===== src/rtl/jtag_eng_pkg.sv =====
package jtag_eng_pkg;

  typedef enum logic [7:0] {
    OP_RESET = 8'h01,
    OP_IR    = 8'h02,
    OP_DR    = 8'h03
  } jop_e;

  localparam logic [1:0] K_RST = 2'd0;
  localparam logic [1:0] K_IR  = 2'd1;
  localparam logic [1:0] K_DR  = 2'd2;

  typedef enum logic [2:0] {
    C_OP, C_CNT, C_PRE, C_LOAD, C_SHIFT, C_EMIT, C_POST
  } cst_e;

  typedef enum logic [1:0] {
    E_IDLE, E_LOW, E_HIGH
  } est_e;

  // number of TMS steps before the first shift bit (or the whole reset walk)
  function automatic logic [3:0] pre_len(input logic [1:0] kind, input logic [3:0] ones);
    case (kind)
      K_RST:   pre_len = ones + 4'd1;
      K_IR:    pre_len = 4'd4;
      default: pre_len = 4'd3;
    endcase
  endfunction

  // TMS level for preamble step idx
  function automatic logic pre_tms(input logic [1:0] kind, input logic [3:0] idx,
                                   input logic [3:0] ones);
    case (kind)
      K_RST:   pre_tms = (idx < ones);
      K_IR:    pre_tms = (idx < 4'd2);
      default: pre_tms = (idx == 4'd0);
    endcase
  endfunction

  // bits carried by the next packed byte
  function automatic logic [3:0] byte_bits(input logic [8:0] rem);
    byte_bits = (rem >= 9'd8) ? 4'd8 : rem[3:0];
  endfunction

endpackage


===== src/rtl/jtag_bit_engine.sv =====
module jtag_bit_engine #(
  parameter int TCK_HALF = 2
) (
  input  logic clk,
  input  logic rst_n,
  input  logic go,
  input  logic go_tms,
  input  logic go_tdi,
  output logic done,
  output logic tdo_bit,
  output logic tck,
  output logic tms,
  output logic tdi,
  input  logic tdo
);
  import jtag_eng_pkg::*;

  localparam int CW = (TCK_HALF > 1) ? $clog2(TCK_HALF) : 1;
  localparam logic [CW-1:0] CMAX = CW'(TCK_HALF - 1);

  est_e          st;
  logic [CW-1:0] cnt;
  wire           phase_end = (cnt == CMAX);

  always_ff @(posedge clk or negedge rst_n) begin
    if (!rst_n) begin
      st      <= E_IDLE;
      cnt     <= '0;
      tck     <= 1'b0;
      tms     <= 1'b0;
      tdi     <= 1'b0;
      tdo_bit <= 1'b0;
      done    <= 1'b0;
    end else begin
      done <= 1'b0;
      case (st)
        E_IDLE: if (go) begin
          tms <= go_tms;
          tdi <= go_tdi;
          cnt <= '0;
          st  <= E_LOW;
        end
        E_LOW: if (phase_end) begin
          tck     <= 1'b1;
          tdo_bit <= tdo;
          cnt     <= '0;
          st      <= E_HIGH;
        end else cnt <= cnt + 1'b1;
        E_HIGH: if (phase_end) begin
          tck  <= 1'b0;
          done <= 1'b1;
          cnt  <= '0;
          st   <= E_IDLE;
        end else cnt <= cnt + 1'b1;
        default: st <= E_IDLE;
      endcase
    end
  end

  // sequencer only requests a bit while the engine is free
  p_go_when_idle_r6: assert property (@(posedge clk) disable iff (!rst_n)
    go |-> (st == E_IDLE));

  // target lines frozen during the high phase
  p_lines_stable_high_r6: assert property (@(posedge clk) disable iff (!rst_n)
    (tck && $past(tck)) |-> ($stable(tms) && $stable(tdi)));

endmodule


===== src/rtl/jtag_seq_ctrl.sv =====
module jtag_seq_ctrl #(
  parameter int RESET_ONES = 5
) (
  input  logic       clk,
  input  logic       rst_n,
  input  logic       cmd_valid,
  output logic       cmd_ready,
  input  logic [7:0] cmd_data,
  output logic       rsp_valid,
  input  logic       rsp_ready,
  output logic [7:0] rsp_data,
  output logic       bit_go,
  output logic       bit_tms,
  output logic       bit_tdi,
  input  logic       bit_done,
  input  logic       bit_tdo
);
  import jtag_eng_pkg::*;

  localparam logic [3:0] ONES = 4'(RESET_ONES);

  cst_e       st;
  logic [1:0] kind;
  logic [3:0] idx;
  logic [8:0] rem;
  logic [3:0] nb;
  logic [3:0] bpos;
  logic [7:0] sh_in;
  logic [7:0] sh_out;
  logic       pend;

  // named internal events
  wire cmd_take  = cmd_valid && cmd_ready;
  wire rsp_take  = rsp_valid && rsp_ready;
  wire in_walk   = (st == C_PRE) || (st == C_SHIFT) || (st == C_POST);
  wire pre_last  = (idx == pre_len(kind, ONES) - 4'd1);
  wire byte_last = (bpos == nb - 4'd1);
  wire post_last = (idx == 4'd1);

  assign cmd_ready = (st == C_OP) || (st == C_CNT) || (st == C_LOAD);
  assign rsp_valid = (st == C_EMIT);
  assign rsp_data  = sh_out;
  assign bit_go    = in_walk && !pend;

  always_comb begin
    bit_tms = 1'b0;
    bit_tdi = 1'b0;
    case (st)
      C_PRE:   bit_tms = pre_tms(kind, idx, ONES);
      C_SHIFT: begin
        bit_tms = (rem == 9'd1);
        bit_tdi = sh_in[bpos[2:0]];
      end
      C_POST:  bit_tms = (idx == 4'd0);
      default: ;
    endcase
  end

  always_ff @(posedge clk or negedge rst_n) begin
    if (!rst_n) begin
      st     <= C_OP;
      kind   <= K_RST;
      idx    <= '0;
      rem    <= '0;
      nb     <= '0;
      bpos   <= '0;
      sh_in  <= '0;
      sh_out <= '0;
      pend   <= 1'b0;
    end else begin
      if (bit_go)   pend <= 1'b1;
      if (bit_done) pend <= 1'b0;
      case (st)
        C_OP: if (cmd_take) begin
          idx <= '0;
          case (cmd_data)
            OP_RESET: begin kind <= K_RST; st <= C_PRE; end
            OP_IR:    begin kind <= K_IR; rem <= 9'd8; st <= C_PRE; end
            OP_DR:    st <= C_CNT;
            default:  st <= C_OP;
          endcase
        end
        C_CNT: if (cmd_take) begin
          rem  <= {1'b0, cmd_data};
          kind <= K_DR;
          st   <= (cmd_data == 8'd0) ? C_OP : C_PRE;
        end
        C_PRE: if (bit_done) begin
          if (pre_last) begin
            idx <= '0;
            st  <= (kind == K_RST) ? C_OP : C_LOAD;
          end else idx <= idx + 4'd1;
        end
        C_LOAD: if (cmd_take) begin
          sh_in  <= cmd_data;
          sh_out <= '0;
          bpos   <= '0;
          nb     <= byte_bits(rem);
          st     <= C_SHIFT;
        end
        C_SHIFT: if (bit_done) begin
          sh_out[bpos[2:0]] <= bit_tdo;
          rem <= rem - 9'd1;
          if (byte_last) st <= C_EMIT;
          else bpos <= bpos + 4'd1;
        end
        C_EMIT: if (rsp_take) begin
          idx <= '0;
          st  <= (rem == 9'd0) ? C_POST : C_LOAD;
        end
        C_POST: if (bit_done) begin
          if (post_last) st <= C_OP;
          else idx <= idx + 4'd1;
        end
        default: st <= C_OP;
      endcase
    end
  end

  // an offered result byte is held until taken
  p_rsp_hold_r7: assert property (@(posedge clk) disable iff (!rst_n)
    (rsp_valid && !rsp_ready) |=> (rsp_valid && $stable(rsp_data)));

  // a completed shift bit always belongs to a pending count
  p_done_has_bits_r3: assert property (@(posedge clk) disable iff (!rst_n)
    (st == C_SHIFT && bit_done) |-> (rem != 9'd0));

endmodule


===== src/rtl/jtag_ir_dr_engine.sv =====
module jtag_ir_dr_engine #(
  parameter int TCK_HALF   = 2,
  parameter int RESET_ONES = 5
) (
  input  logic       clk,
  input  logic       rst_n,
  input  logic       cmd_valid,
  output logic       cmd_ready,
  input  logic [7:0] cmd_data,
  output logic       rsp_valid,
  input  logic       rsp_ready,
  output logic [7:0] rsp_data,
  output logic       tck,
  output logic       tms,
  output logic       tdi,
  input  logic       tdo
);

  logic bit_go, bit_tms, bit_tdi, bit_done, bit_tdo;

  jtag_seq_ctrl #(.RESET_ONES(RESET_ONES)) u_ctrl (
    .clk(clk), .rst_n(rst_n),
    .cmd_valid(cmd_valid), .cmd_ready(cmd_ready), .cmd_data(cmd_data),
    .rsp_valid(rsp_valid), .rsp_ready(rsp_ready), .rsp_data(rsp_data),
    .bit_go(bit_go), .bit_tms(bit_tms), .bit_tdi(bit_tdi),
    .bit_done(bit_done), .bit_tdo(bit_tdo)
  );

  jtag_bit_engine #(.TCK_HALF(TCK_HALF)) u_bit (
    .clk(clk), .rst_n(rst_n),
    .go(bit_go), .go_tms(bit_tms), .go_tdi(bit_tdi),
    .done(bit_done), .tdo_bit(bit_tdo),
    .tck(tck), .tms(tms), .tdi(tdi), .tdo(tdo)
  );

  // the target clock stalls while a result byte waits
  p_no_tck_rise_pending_r7: assert property (@(posedge clk) disable iff (!rst_n)
    (rsp_valid && !rsp_ready) |=> !$rose(tck));

  // TCK rests low whenever command bytes are awaited
  p_tck_low_at_cmd_r4: assert property (@(posedge clk) disable iff (!rst_n)
    cmd_ready |-> !tck);

endmodule


===== config.mk =====
export PLATFORM = sky130hd
export DESIGN_NAME = jtag_ir_dr_engine
export DESIGN_NICKNAME = d
export VERILOG_FILES = /design/src/rtl/jtag_eng_pkg.sv /design/src/rtl/jtag_bit_engine.sv /design/src/rtl/jtag_seq_ctrl.sv /design/src/rtl/jtag_ir_dr_engine.sv
export SDC_FILE = /design/constraint.sdc
export NUM_CORES = 1
export LEC_CHECK = 0
export BUFFER_PORTS_ARGS = -buffer_cell sky130_fd_sc_hd__clkbuf_2
export CORE_AREA = 3 3 88 99
export DETAILED_ROUTE_END_ITERATION = 10
export DIE_AREA = 0 0 91 102
export PLACE_DENSITY_LB_ADDON = 0.3
export SLEW_MARGIN = 10
export SYNTH_ARGS = -nofsm -noshare
export SYNTH_HDL_FRONTEND = slang
export SYNTH_SLANG_ARGS = --single-unit

===== constraint.sdc =====
create_clock -name clk -period 2 [get_ports clk]
set_input_delay 0.4 -clock clk [delete_from_list [all_inputs] [get_ports clk]]
set_output_delay 0.4 -clock clk [all_outputs]
set_load 0.03 [all_outputs]

==> results.toml <==
[run_status]
status = "finished, final reports clean"

[floorplan]
die_h_um = 102
die-area_sq_um = 9280
boundaryPins = 26
start_util_pct = 39.4
row_count = 34
core_sq_um = 7830
die_width_um = 91

[route]
routed_wl_um = 7110
drt_iter0_drc = 116
drc = 0
wl_per_cell_um = 14.9
ant_nets = 0
route.vias.total = 2559
via_per_inst = 5.38
dr.pass1.iters = 4

[timing]
maxSlewHeadroom_pct = 56.4
hold_viol = 0
fin_skew_ps = 11.2
rsz0062_at_grt = "no"
setup_viol = 0
slew_viol_final = 0
period_minus_slack_ps = 1900
worstMarginPinSlew_ps = 653
max_freq_mhz = 527
fin_crit_sh_pct = 94.9
totalNegativeSetupSlack_ps = 0

[logic_synthesis]
syn_nets = 361
syn_inst = 335
ys_ff_latch = 51
async_reset_ff_share_pct = 100
synth_top_area_cell = "dfrtp_1"
netlist_area_sq_um = 3090
synth_most_common_cell = "dfrtp_1"
yosys.area.top_type_share_pct = 41.3
synth-main-ff-cell = "dfrtp_1"
ys_warn_count = 0
syn_area_per_cell_sq_um = 9.21
synth_cell_types = 64
synth-edff-count = 0
ys_top_cells_by_count = "dfrtp_1 (51), nor2_1 (31), inv_1 (22)"
synth_area_leaders = "dfrtp_1 (41%), ha_1 (5.3%), nor2_1 (3.8%)"
synth_seq_area_share_pct = 41.3

[setup_path]
crit_arrival_ps = 1500
crit_chain = "nor2b_1 > buf_4 > nor2_1 > clkbuf_2"
rr_endpoint = "u_ctrl.bpos[2]$_DFFE_PN0P_"
r2r_slack_ps = 140
end_kind = "output pin"
cp_max_fo = 12
worst-setup-path-type = "flop to output pin"
start_kind = "flop"
reg2reg_from = "u_ctrl.nb[1]$_DFFE_PN0P_"
crit_path_max_incr_delay_ps = 540
cp.required_ps = 1600
critical-path-slowest-cell = "dfrtp_1"
worst-r2r-cell-count = 7
startpoint = "u_ctrl.st[1]$_DFFE_PN0P_"

[clocking]
cts.clk_slew.worst_paths_ps = 100
cts_tree = "yes"
htree_levels = 2
cts_sinks = 51
ctsHoldBuffers = 0
cts_setup_buffers = 0
cts_inserted_buffers = 5
insertion_delay_ps = 310
clk_path_buf_depth = 2
cts_resized = 0
cts_root_buf = "clkbuf_8"

[power]
internal_power_mw = 1.44
switching_share_pct = 22.7
power_leakage_nw = 1.61
total_power_mw = 1.87
p_sw_uw = 424
pwr-share-comb_pct = 4.8
ir_drop_v = 0.000206
powerDensity_nw_per_um2 = 532
p_seq_share_pct = 55.9
clkPwrFrac_pct = 39.3

[placement]
detailed_place_hpwl_um = 5240
numPortBuffers = 25
place.gp.congestion = 0.823

[global_routing]
grtUsageMet2_pct = 27.5
grt_util_all_layers_pct = 16.3
grt_pass1_wl_um = 12100
grt_pass1_vias = 2559
met3_usage_pct = 3.68
grt_max_degree = 52
busiest_layer = "met2"
overflow = 0
antenna_found_initial = 0
grt_util_met1_pct = 19.9

[cells_and_area]
drive_gt1_share_pct = 18.8
diodes = 0
area_delta_synth_final_pct = 13.8
nets = 393

[job]
drv_cap = 0

[worst_hold_path]
worst_hold_path_type = "primary input to async pin"
==> sequential cells by signal (all words and copies together) (netlist names), 2 cells and up <==
signal / cells
u_bit.st: 2
u_ctrl.rem: 9
u_ctrl.kind: 2
u_ctrl.rsp_data: 8
u_ctrl.st: 3
u_ctrl.sh_in: 8
u_ctrl.nb: 4
u_ctrl.idx: 4
u_ctrl.bpos: 4
==> power by group through the flow <==
stage	Clock [mW]	Combinational [mW]	Sequential (mW)
5_1_grt	0.798	0.101	1.05
2_1_floorplan	0	0.0186	1.08
3_3_place_gp	0	0.0919	1.06
4_1_cts	0.758	0.0925	1.04
6_report	0.734	0.0901	1.04
3_5_place_dp	0	0.0920	1.07
==> worst max path at each step <==
stage                                       endpoint  slack (ps)  cells after the start
after floorplan           u_ctrl.bpos[2]$_DFFE_PN0P_         180                      7
after global routing        u_ctrl.st[0]$_DFFE_PN0P_           6                      7
after detailed placement  u_ctrl.bpos[2]$_DFFE_PN0P_         150                      7
after CTS                                  cmd_ready          80                      4
final                                      cmd_ready         100                      4
after global placement    u_ctrl.bpos[2]$_DFFE_PN0P_         180                      7
==> logic make-up (layout without fill, tap and decap cells) <==
| family | count (synthesis) | in the layout | share of synthesized area [%] |
|---|---|---|---|
| xor+xnor | 7 | 7 | 1.99 |
| flops | 51 | 51 | 41.3 |
| fa+ha+maj | 13 | 13 | 5.27 |
| compound gates | 102 | 102 | 22.2 |
| mux | 12 | 12 | 5.03 |
| buf+inv | 42 | 75 | 5.72 |
| simple gates | 108 | 108 | 18.5 |
==> through the flow <==
stage | setup WS (ps) | cell area [sq um] | std cells | hold slack, ps | util [%]
global route | 5.79 | 3510 | 476 | 245 | 44.9
global placement | 184 | 3400 | 468 | 460 | 43.4
finish | 101 | 3510 | 476 | 200 | 44.9
detailed placement | 148 | 3400 | 468 | 470 | 43.4
floorplan | 177 | 3090 | 335 | 104 | -
CTS | 76.0 | 3510 | 476 | 218 | 44.9
==> layer usage <==
layer  part of all wire, %  vias up
li1                      -     1282
met1                    45     1208
met2                    49       52
met3                   4.0       17
met4                   2.4        0
met5                     0        -
==> area by class of cell <==
class,instances,area [sq um]
Timing Repair Buffer,44,268
Sequential cell,51,1280
Clock inverter,2,38.8
Clock buffer,6,72.6
Multi-Input combinational cell,242,1630
Fill cell,809,4320
Tap cell,108,135
Inverter,23,86.3
==> cell usage in the layout (no fill, tap or decap), types with 3 or more instances in the layout <==
master and count:
nor2b_1 4, nand2_1 21, clkbuf_2 25, clkbuf_8 5, a41oi_1 3, or3_1 3
a22o_1 4, mux2_2 5, dfrtp_1 50, nand2b_1 6, mux2_1 3, xnor2_1 5
a31oi_1 4, a21oi_1 16, buf_4 19, a21o_1 3, a22oi_1 3, o31ai_1 7
a32oi_1 5, nor2_1 31, nand3b_1 3, nand3_1 8, o21a_1 3, nor4_1 4
ha_1 13, inv_1 22, o21ai_0 18, o22ai_1 4, nor3_1 10, o21ai_1 14
==> worst max-delay path: cells and delay by family (launching register included) <==
family,cells,cell delay (ps)
buffers and inverters,2,360
flip-flops,1,540
AND/OR/NAND/NOR,2,300
Power figures use the tool's default switching activity.
